$ cat config.mk
export PLATFORM = sky130hd
export DESIGN_NAME = vic_ctrl
export DESIGN_NICKNAME = d
export VERILOG_FILES = /design/src/rtl/vic_pkg.sv /design/src/rtl/vic_src_cell.sv /design/src/rtl/vic_prio_enc.sv /design/src/rtl/vic_channel.sv /design/src/rtl/vic_ctrl.sv
export SDC_FILE = /design/constraint.sdc
export NUM_CORES = 1
export LEC_CHECK = 0
export CORE_UTILIZATION = 43
export CTS_BUF_LIST = sky130_fd_sc_hd__clkbuf_16
export CTS_CLUSTER_SIZE = 12
export DETAILED_ROUTE_END_ITERATION = 10
export DONT_BUFFER_PORTS = 1
export SLEW_MARGIN = 20
export SYNTH_ARGS = -nofsm -noshare
export SYNTH_HDL_FRONTEND = slang
export SYNTH_SLANG_ARGS = --single-unit
$ cat constraint.sdc
create_clock -name clk -period 2.5 [get_ports clk]
set_clock_uncertainty 0.05 [all_clocks]
set_input_delay 0.625 -clock clk [delete_from_list [all_inputs] [get_ports clk]]
set_output_delay 0.625 -clock clk [all_outputs]
set_load 0.05 [all_outputs]
$ cat src/rtl/vic_pkg.sv
package vic_pkg;
  localparam int DATA_W = 32;
  localparam int REG_AW = 4;

  // Register word addresses; the two vector reads per channel share a value
  // but differ in side effects.
  localparam logic [REG_AW-1:0] A_IRQ_ACK  = 4'h0;
  localparam logic [REG_AW-1:0] A_IRQ_PEEK = 4'h1;
  localparam logic [REG_AW-1:0] A_FIQ_ACK  = 4'h2;
  localparam logic [REG_AW-1:0] A_FIQ_PEEK = 4'h3;
  localparam logic [REG_AW-1:0] A_IRQ_EN   = 4'h4;
  localparam logic [REG_AW-1:0] A_IRQ_TRIG = 4'h5;
  localparam logic [REG_AW-1:0] A_FIQ_EN   = 4'h6;
  localparam logic [REG_AW-1:0] A_FIQ_TRIG = 4'h7;
  localparam logic [REG_AW-1:0] A_ROUTE    = 4'h8;
  localparam logic [REG_AW-1:0] A_IRQ_EOI  = 4'h9;
  localparam logic [REG_AW-1:0] A_FIQ_EOI  = 4'hA;

  // Vector code for "nothing eligible": top bit set, index zero.
  localparam logic [DATA_W-1:0] VEC_NONE = {1'b1, {(DATA_W-1){1'b0}}};
endpackage

$ cat src/rtl/vic_src_cell.sv
module vic_src_cell (
  input  logic clk,
  input  logic rst,
  input  logic src,
  input  logic level_mode,
  input  logic ack,
  input  logic eoi,
  output logic pend,
  output logic insvc
);
  logic src_d;

  always_ff @(posedge clk) begin
    if (rst) begin
      src_d <= 1'b0;
      pend  <= 1'b0;
      insvc <= 1'b0;
    end else begin
      src_d <= src;
      if (level_mode)
        pend <= src;
      else if (src && !src_d)
        pend <= 1'b1;
      else if (ack)
        pend <= 1'b0;
      if (ack)
        insvc <= 1'b1;
      else if (eoi)
        insvc <= 1'b0;
    end
  end
endmodule

$ cat src/rtl/vic_prio_enc.sv
module vic_prio_enc #(
  parameter int N     = 16,
  parameter int IDX_W = $clog2(N)
) (
  input  logic [N-1:0]     req,
  output logic             found,
  output logic [IDX_W-1:0] idx
);
  always_comb begin
    found = 1'b0;
    idx   = '0;
    for (int i = N - 1; i >= 0; i--) begin
      if (req[i]) begin
        found = 1'b1;
        idx   = IDX_W'(i);
      end
    end
  end
endmodule

$ cat src/rtl/vic_channel.sv
module vic_channel
  import vic_pkg::*;
#(
  parameter int          N        = 16,
  parameter logic [N-1:0] RES_MASK = '0,
  localparam int         IDX_W    = $clog2(N)
) (
  input  logic              clk,
  input  logic              rst,
  input  logic [N-1:0]      src,
  input  logic [N-1:0]      en,
  input  logic [N-1:0]      trig,
  input  logic              ack_rd,
  input  logic              eoi_wr,
  input  logic [IDX_W-1:0]  eoi_idx,
  output logic [DATA_W-1:0] vec_q,
  output logic              req_q,
  output logic [N-1:0]      pend,
  output logic [N-1:0]      insvc
);
  logic             vec_none;
  logic [IDX_W-1:0] vec_idx;
  logic [N-1:0]     cand;
  logic             found;
  logic [IDX_W-1:0] win_idx;

  assign vec_none = vec_q[DATA_W-1];
  assign vec_idx  = vec_q[IDX_W-1:0];

  for (genvar i = 0; i < N; i++) begin : g_src
    if (RES_MASK[i]) begin : g_res
      assign pend[i]  = 1'b0;
      assign insvc[i] = 1'b0;
    end else begin : g_live
      vic_src_cell u_cell (
        .clk       (clk),
        .rst       (rst),
        .src       (src[i]),
        .level_mode(trig[i]),
        .ack       (ack_rd && !vec_none && (vec_idx == IDX_W'(i))),
        .eoi       (eoi_wr && (eoi_idx == IDX_W'(i))),
        .pend      (pend[i]),
        .insvc     (insvc[i])
      );
    end
  end

  assign cand = pend & en & ~insvc;

  vic_prio_enc #(.N(N), .IDX_W(IDX_W)) u_enc (
    .req  (cand),
    .found(found),
    .idx  (win_idx)
  );

  always_ff @(posedge clk) begin
    if (rst) begin
      vec_q <= VEC_NONE;
      req_q <= 1'b0;
    end else begin
      vec_q <= found ? DATA_W'(win_idx) : VEC_NONE;
      req_q <= found;
    end
  end
endmodule

$ cat src/rtl/vic_ctrl.sv
module vic_ctrl
  import vic_pkg::*;
#(
  parameter int               N_IRQ       = 16,
  parameter int               N_FIQ       = 8,
  parameter int               N_ROUTE     = 2,
  parameter logic [N_IRQ-1:0] IRQ_RES     = 16'h4080,
  parameter logic [N_IRQ-1:0] IRQ_LVL_RST = 16'h0100,
  parameter logic [N_FIQ-1:0] FIQ_LVL_RST = '0,
  localparam int              SEL_W       = $clog2(N_IRQ),
  localparam int              IRQ_IW      = $clog2(N_IRQ),
  localparam int              FIQ_IW      = $clog2(N_FIQ),
  localparam int              N_FPIN      = N_FIQ - N_ROUTE
) (
  input  logic               clk,
  input  logic               rst,
  input  logic [N_IRQ-1:0]   irq_src,
  input  logic [N_FPIN-1:0]  fiq_src,
  input  logic               bus_en,
  input  logic               bus_we,
  input  logic [REG_AW-1:0]  bus_addr,
  input  logic [DATA_W-1:0]  bus_wdata,
  output logic [DATA_W-1:0]  bus_rdata,
  output logic               irq_req,
  output logic               fiq_req
);
  logic [N_IRQ-1:0]  irq_en_q, irq_trig_q, irq_pend, irq_insvc;
  logic [N_FIQ-1:0]  fiq_en_q, fiq_trig_q, fiq_pend, fiq_insvc, fiq_in;
  logic [SEL_W-1:0]  route_q [N_ROUTE];
  logic [DATA_W-1:0] route_rd, irq_vec, fiq_vec;
  logic              rd, wr;
  logic              irq_ack_rd, irq_peek_rd, fiq_ack_rd, irq_eoi_wr, fiq_eoi_wr;

  assign rd          = bus_en && !bus_we;
  assign wr          = bus_en && bus_we;
  assign irq_ack_rd  = rd && (bus_addr == A_IRQ_ACK);
  assign irq_peek_rd = rd && (bus_addr == A_IRQ_PEEK);
  assign fiq_ack_rd  = rd && (bus_addr == A_FIQ_ACK);
  assign irq_eoi_wr  = wr && (bus_addr == A_IRQ_EOI);
  assign fiq_eoi_wr  = wr && (bus_addr == A_FIQ_EOI);

  // Configuration registers
  always_ff @(posedge clk) begin
    if (rst) begin
      irq_en_q   <= '0;
      irq_trig_q <= IRQ_LVL_RST;
      fiq_en_q   <= '0;
      fiq_trig_q <= FIQ_LVL_RST;
    end else if (wr) begin
      case (bus_addr)
        A_IRQ_EN:   irq_en_q   <= bus_wdata[N_IRQ-1:0];
        A_IRQ_TRIG: irq_trig_q <= bus_wdata[N_IRQ-1:0];
        A_FIQ_EN:   fiq_en_q   <= bus_wdata[N_FIQ-1:0];
        A_FIQ_TRIG: fiq_trig_q <= bus_wdata[N_FIQ-1:0];
        default: ;
      endcase
    end
  end

  // Routed fast inputs: each selector picks one normal-channel input
  assign fiq_in[N_FPIN-1:0] = fiq_src;
  for (genvar k = 0; k < N_ROUTE; k++) begin : g_route
    always_ff @(posedge clk) begin
      if (rst)
        route_q[k] <= '0;
      else if (wr && bus_addr == A_ROUTE)
        route_q[k] <= bus_wdata[k*SEL_W +: SEL_W];
    end
    assign fiq_in[N_FPIN+k]             = irq_src[route_q[k]];
    assign route_rd[k*SEL_W +: SEL_W]   = route_q[k];
  end
  assign route_rd[DATA_W-1:N_ROUTE*SEL_W] = '0;

  vic_channel #(.N(N_IRQ), .RES_MASK(IRQ_RES)) u_irq (
    .clk    (clk),
    .rst    (rst),
    .src    (irq_src),
    .en     (irq_en_q),
    .trig   (irq_trig_q),
    .ack_rd (irq_ack_rd),
    .eoi_wr (irq_eoi_wr),
    .eoi_idx(bus_wdata[IRQ_IW-1:0]),
    .vec_q  (irq_vec),
    .req_q  (irq_req),
    .pend   (irq_pend),
    .insvc  (irq_insvc)
  );

  vic_channel #(.N(N_FIQ), .RES_MASK('0)) u_fiq (
    .clk    (clk),
    .rst    (rst),
    .src    (fiq_in),
    .en     (fiq_en_q),
    .trig   (fiq_trig_q),
    .ack_rd (fiq_ack_rd),
    .eoi_wr (fiq_eoi_wr),
    .eoi_idx(bus_wdata[FIQ_IW-1:0]),
    .vec_q  (fiq_vec),
    .req_q  (fiq_req),
    .pend   (fiq_pend),
    .insvc  (fiq_insvc)
  );

  // Registered read data
  always_ff @(posedge clk) begin
    if (rst) begin
      bus_rdata <= '0;
    end else if (rd) begin
      case (bus_addr)
        A_IRQ_ACK, A_IRQ_PEEK: bus_rdata <= irq_vec;
        A_FIQ_ACK, A_FIQ_PEEK: bus_rdata <= fiq_vec;
        A_IRQ_EN:   bus_rdata <= DATA_W'(irq_en_q);
        A_IRQ_TRIG: bus_rdata <= DATA_W'(irq_trig_q);
        A_FIQ_EN:   bus_rdata <= DATA_W'(fiq_en_q);
        A_FIQ_TRIG: bus_rdata <= DATA_W'(fiq_trig_q);
        A_ROUTE:    bus_rdata <= route_rd;
        default:    bus_rdata <= '0;
      endcase
    end
  end
endmodule

* Word-level counts from Yosys, hierarchy flattened
Memories as Yosys holds them, arrays and structs flattened.
Index checks and enable logic that the tools add are counted.
** Storage, ports and cells
- Bits in registers :: 212
- Bits in writable memories :: 8
- Logic and storage cells :: 479
- Memories :: 1
** Operators by class
- Order comparisons :: 2
- Equal/unequal tests :: 50
- Muxes and demuxes :: 172
- Bitwise gates (word level) :: 10
- Reductions and logical operators :: 162
** Memories
- route_q :: depth 2, width 4, rd ports 2, clocked after Yosys merged registers in 0, wr ports 2, RTL line vic_ctrl.sv:29 : logic [SEL_W-1:0] route_q [N_ROUTE];
** Operator list (number)
- $pmux W32 S7 :: 1
- $mux W1 :: 141
- $logic_and A1 B1 Y1 :: 75
- $mux W4 :: 18
- $eq A4 B4 Y1 const B :: 17
- $reduce_bool A3 Y1 :: 22
- $mux W32 :: 2
- $reduce_bool A2 Y1 :: 22
- $eq A4 B3 Y1 const B :: 10
- $and A16 B16 Y16 :: 2
- $logic_not A1 Y1 :: 25
- $eq A3 B3 Y1 const B :: 8
- $eq A4 B2 Y1 const B :: 6
- $mux W3 :: 8
- $and A8 B8 Y8 :: 2
- $not A16 Y16 :: 1
- $eq A3 B2 Y1 const B :: 4
- $eq A4 B1 Y1 const B :: 3
- $logic_not A4 Y1 :: 3
- $reduce_or A6 Y1 :: 2
- $lt A4 B5 Y1 const B :: 2
- $reduce_or A10 Y1 :: 1
- $bmux W1 S4 :: 2
- $not A8 Y8 :: 1
- other kinds (8) :: 18

* Longest topological paths before layout
- Depth in word-level cells :: 20
- Depth in mapped cells :: 8
- Mapped depth without buffers :: 5

* By module
A second synthesis with hierarchy kept.
** Unflattened totals
- Cells, all modules :: 943
- Area total of the unflattened synthesis :: 8085.3 µm²
** By module, submodules not included
- vic_ctrl :: times used 1, cells an instance 482, area an instance 4284.1 µm², seq. area each 1841.8 µm²
- vic_src_cell :: times used 22, cells an instance 10, area an instance 103.8 µm², seq. area each 60.1 µm²
- vic_channel (u_irq) :: times used 1, cells an instance 114, area an instance 723.2 µm², seq. area each 120.1 µm²
- vic_channel (u_fiq) :: times used 1, cells an instance 81, area an instance 534.3 µm², seq. area each 100.1 µm²
- vic_prio_enc (u_irq.u_enc) :: times used 1, cells an instance 33, area an instance 178.9 µm², seq. area each 0.0 µm²
- vic_prio_enc (u_fiq.u_enc) :: times used 1, cells an instance 13, area an instance 80.1 µm², seq. area each 0.0 µm²

* Least setup slack after synthesis
No wires, ideal clock.
- Path kind :: input -> register
- From :: input bus_addr[0]
- To :: memory route_q[0][0] (netlist name), enable pin
- Setup time :: 387 ps
- Arrival time :: 1938 ps
- Setup slack :: 126 ps
- Cell stages on the path :: 4
- Buffers on the path :: 2
- Cells stage by stage :: buf_2 > or2_2 > buf_6 > o31ai_1
** RTL lines
- start, declared :: RTL line vic_ctrl.sv:21 : input logic [REG_AW-1:0] bus_addr,
- end, declared :: RTL line vic_ctrl.sv:29

==> impl_metrics.ini <==
[worst_setup_path]
path_class = flop to flop
endpoint_kind = flop
critPathBufInv = 0
cp.required_ns = 2.76
slowest_delay_ns = 0.61
crit_fanout = 5
crit_path_top_delay_cell = mux4_2
start_kind = flop
path_cells = mux4_2 -> mux2_2 -> nand3_1 -> o31ai_1 -> a32o_1
crit_arrival_ns = 2.35
critical-path-top-delay-family = multiplexers

[synthesis]
synth_enable_flop_cells = 8
seq_area_frac_synth = 0.467
synth_cells = 734
avgSynthCellArea_sq_um = 8.99
synthFlopType = dfxtp_1
synth_warnings = 0
ys_ff_latch = 150
ys_types = 56
netlist_area_sq_mm = 0.00660
ys_async_sr_fraction = 0

[sta]
hold_viol_final = 0
finalCriticalPeriod_ns = 2.08
drv_slew = 0
relSlewSlack = 0.626
grt_setup_unrepaired = false
worst_pin_slew_ns = 0.561
timing.fmax_mhz = 480
timing.hold.ws_ns = 0.238
setup_viol = 0
fin_crit_sh = 0.833
tns_ns = 0

[final_layout]
nets = 806
mostFrequentLayoutCells = dfxtp_1, nand2_1, a21oi_1
fill_cells = 1381
final_cells = 941
area_growth_pct = 12.5
layout_commonest_cell = dfxtp_1
drive_gt1_frac = 0.107
n_antenna_cell = 0

[cts]
cts_buffer_depth = 2
hold_buffers = 0
cts_resized = 0
cts_setup_buffers = 0
insertion_delay_ns = 0.42
clk_pin_slew_ns = 0.06
cts_buffers = 17
root_buffer = clkbuf_16
cts_tree = done
clock-sinks = 150
cts_max_level = 4

[routing]
first_iter_violations = 454
drt-total-wl_mm = 19.6
drc = 0
drt-wirelength-per-cell_um = 20.8
dr_total_vias = 5541
firstDrtPassIters = 5
viasPerCell = 5.89
drtAntennaViolNets = 0

[power]
power.leakage_nw = 2.62
power.density_mw_per_mm2 = 715
fin_total_pwr_mw = 5.31
ir_worst_vdd_mv = 0.443

[global_routing]
antenna_found_initial = 0
grt_pass1_vias = 5330
grt_pass1_wl_mm = 30.2
grt_max_degree = 134
globalRouteTotalUtil = 0.253
overflow = 0

[floorplanning]
pin_count = 96
core-area_sq_mm = 0.0148
dieArea_sq_mm = 0.0158
num_rows = 44
start_util = 0.447
die_h_um = 126
fp.dieW_um = 126

[placement]
portBuffers = 0
placed_cells = 909
dp_hpwl_mm = 14.3
place_congestion = 0.922

[min_path]
hold_class = input pin to flop

[flow_run]
cap_violations = 0

[status]
status = finished clean
## worst reg2reg max path, delay by kind of cell (launching register included)
kind	cells	cell delay (ns)
simple gates	1	0.08
compound gates	2	0.38
flops	1	0.57
mux	2	0.90
## registers in the layout, indices dropped and copies added (netlist names)
name,count
u_irq.g_src.g_live.u_cell.pend,14
u_fiq.g_src.g_live.u_cell.pend,8
irq_en_q,16
route_q,8
fiq_en_q,8
u_fiq.req_q,1
u_fiq.vec_q,4
fiq_trig_q,8
u_fiq.g_src.g_live.u_cell.insvc,8
bus_rdata,17
u_irq.g_src.g_live.u_cell.src_d,14
irq_trig_q,16
u_fiq.g_src.g_live.u_cell.src_d,8
u_irq.g_src.g_live.u_cell.insvc,14
u_irq.req_q,1
u_irq.vec_q,5
## power by group
group | leakage [nW] | switching [mW] | total, mW | internal (mW)
logic | 1.10 | 0.169 | 0.299 | 0.130
registers | 1.23 | 0.0601 | 2.55 | 2.49
clock network | 0.282 | 0.933 | 2.47 | 1.53
total | 2.62 | 1.16 | 5.31 | 4.15
## cell type report
type                            instances  area [sq um]  area share
Inverter                                7          26.3     0.00354
Multi-Input combinational cell        539          3290       0.443
Tap cell                              184           230      0.0310
Clock inverter                         15           145      0.0195
Sequential cell                       150          3080       0.415
Timing Repair Buffer                   29           230      0.0310
Clock buffer                           17           425      0.0573
## per-stage QoR
stage / setup WS [ns] / area, sq um / utilization
detailed placement: 0.101 / 6860 / 0.465
global placement: 0.121 / 6860 / 0.465
CTS: 0.420 / 7430 / 0.503
floorplan: 0.126 / 6650 / -
global route: 0.309 / 7430 / 0.503
finish: 0.417 / 7430 / 0.503
## kinds of logic after synthesis
family,synth area share
buffers and inverters,0.0434
flip-flops,0.467
other,0.000568
AND/OR/NAND/NOR,0.246
multiplexers,0.0692
AO/OA/AOI/OAI,0.173
## path summary, 6_finish.rpt
check | slack [ns] | to | start | cells after the start
max | 0.42 | u_fiq.g_src[6].g_live.u_cell.pend | route_q[0][0] | 5
max reg2reg | 0.42 | u_fiq.g_src[6].g_live.u_cell.pend | route_q[0][0] | 5
min | 0.24 | fiq_trig_q[6] | rst | 1
min reg2reg | 0.41 | irq_trig_q[14] | irq_trig_q[14] | 2
## synthesized netlist by cell type (11+ instances only)
cell type | instances | share of area
mux2i_1 | 22 | 0.033
o21ai_0 | 35 | 0.027
clkbuf_1 | 30 | 0.017
buf_4 | 15 | 0.017
nand3b_1 | 16 | 0.018
nand2b_1 | 32 | 0.030
nor2b_1 | 29 | 0.027
nor2_1 | 61 | 0.035
dfxtp_1 | 142 | 0.43
a21oi_1 | 63 | 0.048
a32o_1 | 16 | 0.024
nand3_1 | 17 | 0.013
a22oi_1 | 15 | 0.017
nand2_1 | 104 | 0.059
and3b_1 | 11 | 0.015
## layer usage
| layer | up-vias | track usage | routed length [um] |
|---|---|---|---|
| li1 | 2600 | - | - |
| met4 | 0 | 0.106 | 521 |
| met5 | - | 0 | 0 |
| met2 | 207 | 0.409 | 9210 |
| met1 | 2693 | 0.331 | 8460 |
| met3 | 41 | 0.0480 | 1410 |
No activity file was read; power rests on OpenSTA's default activity.
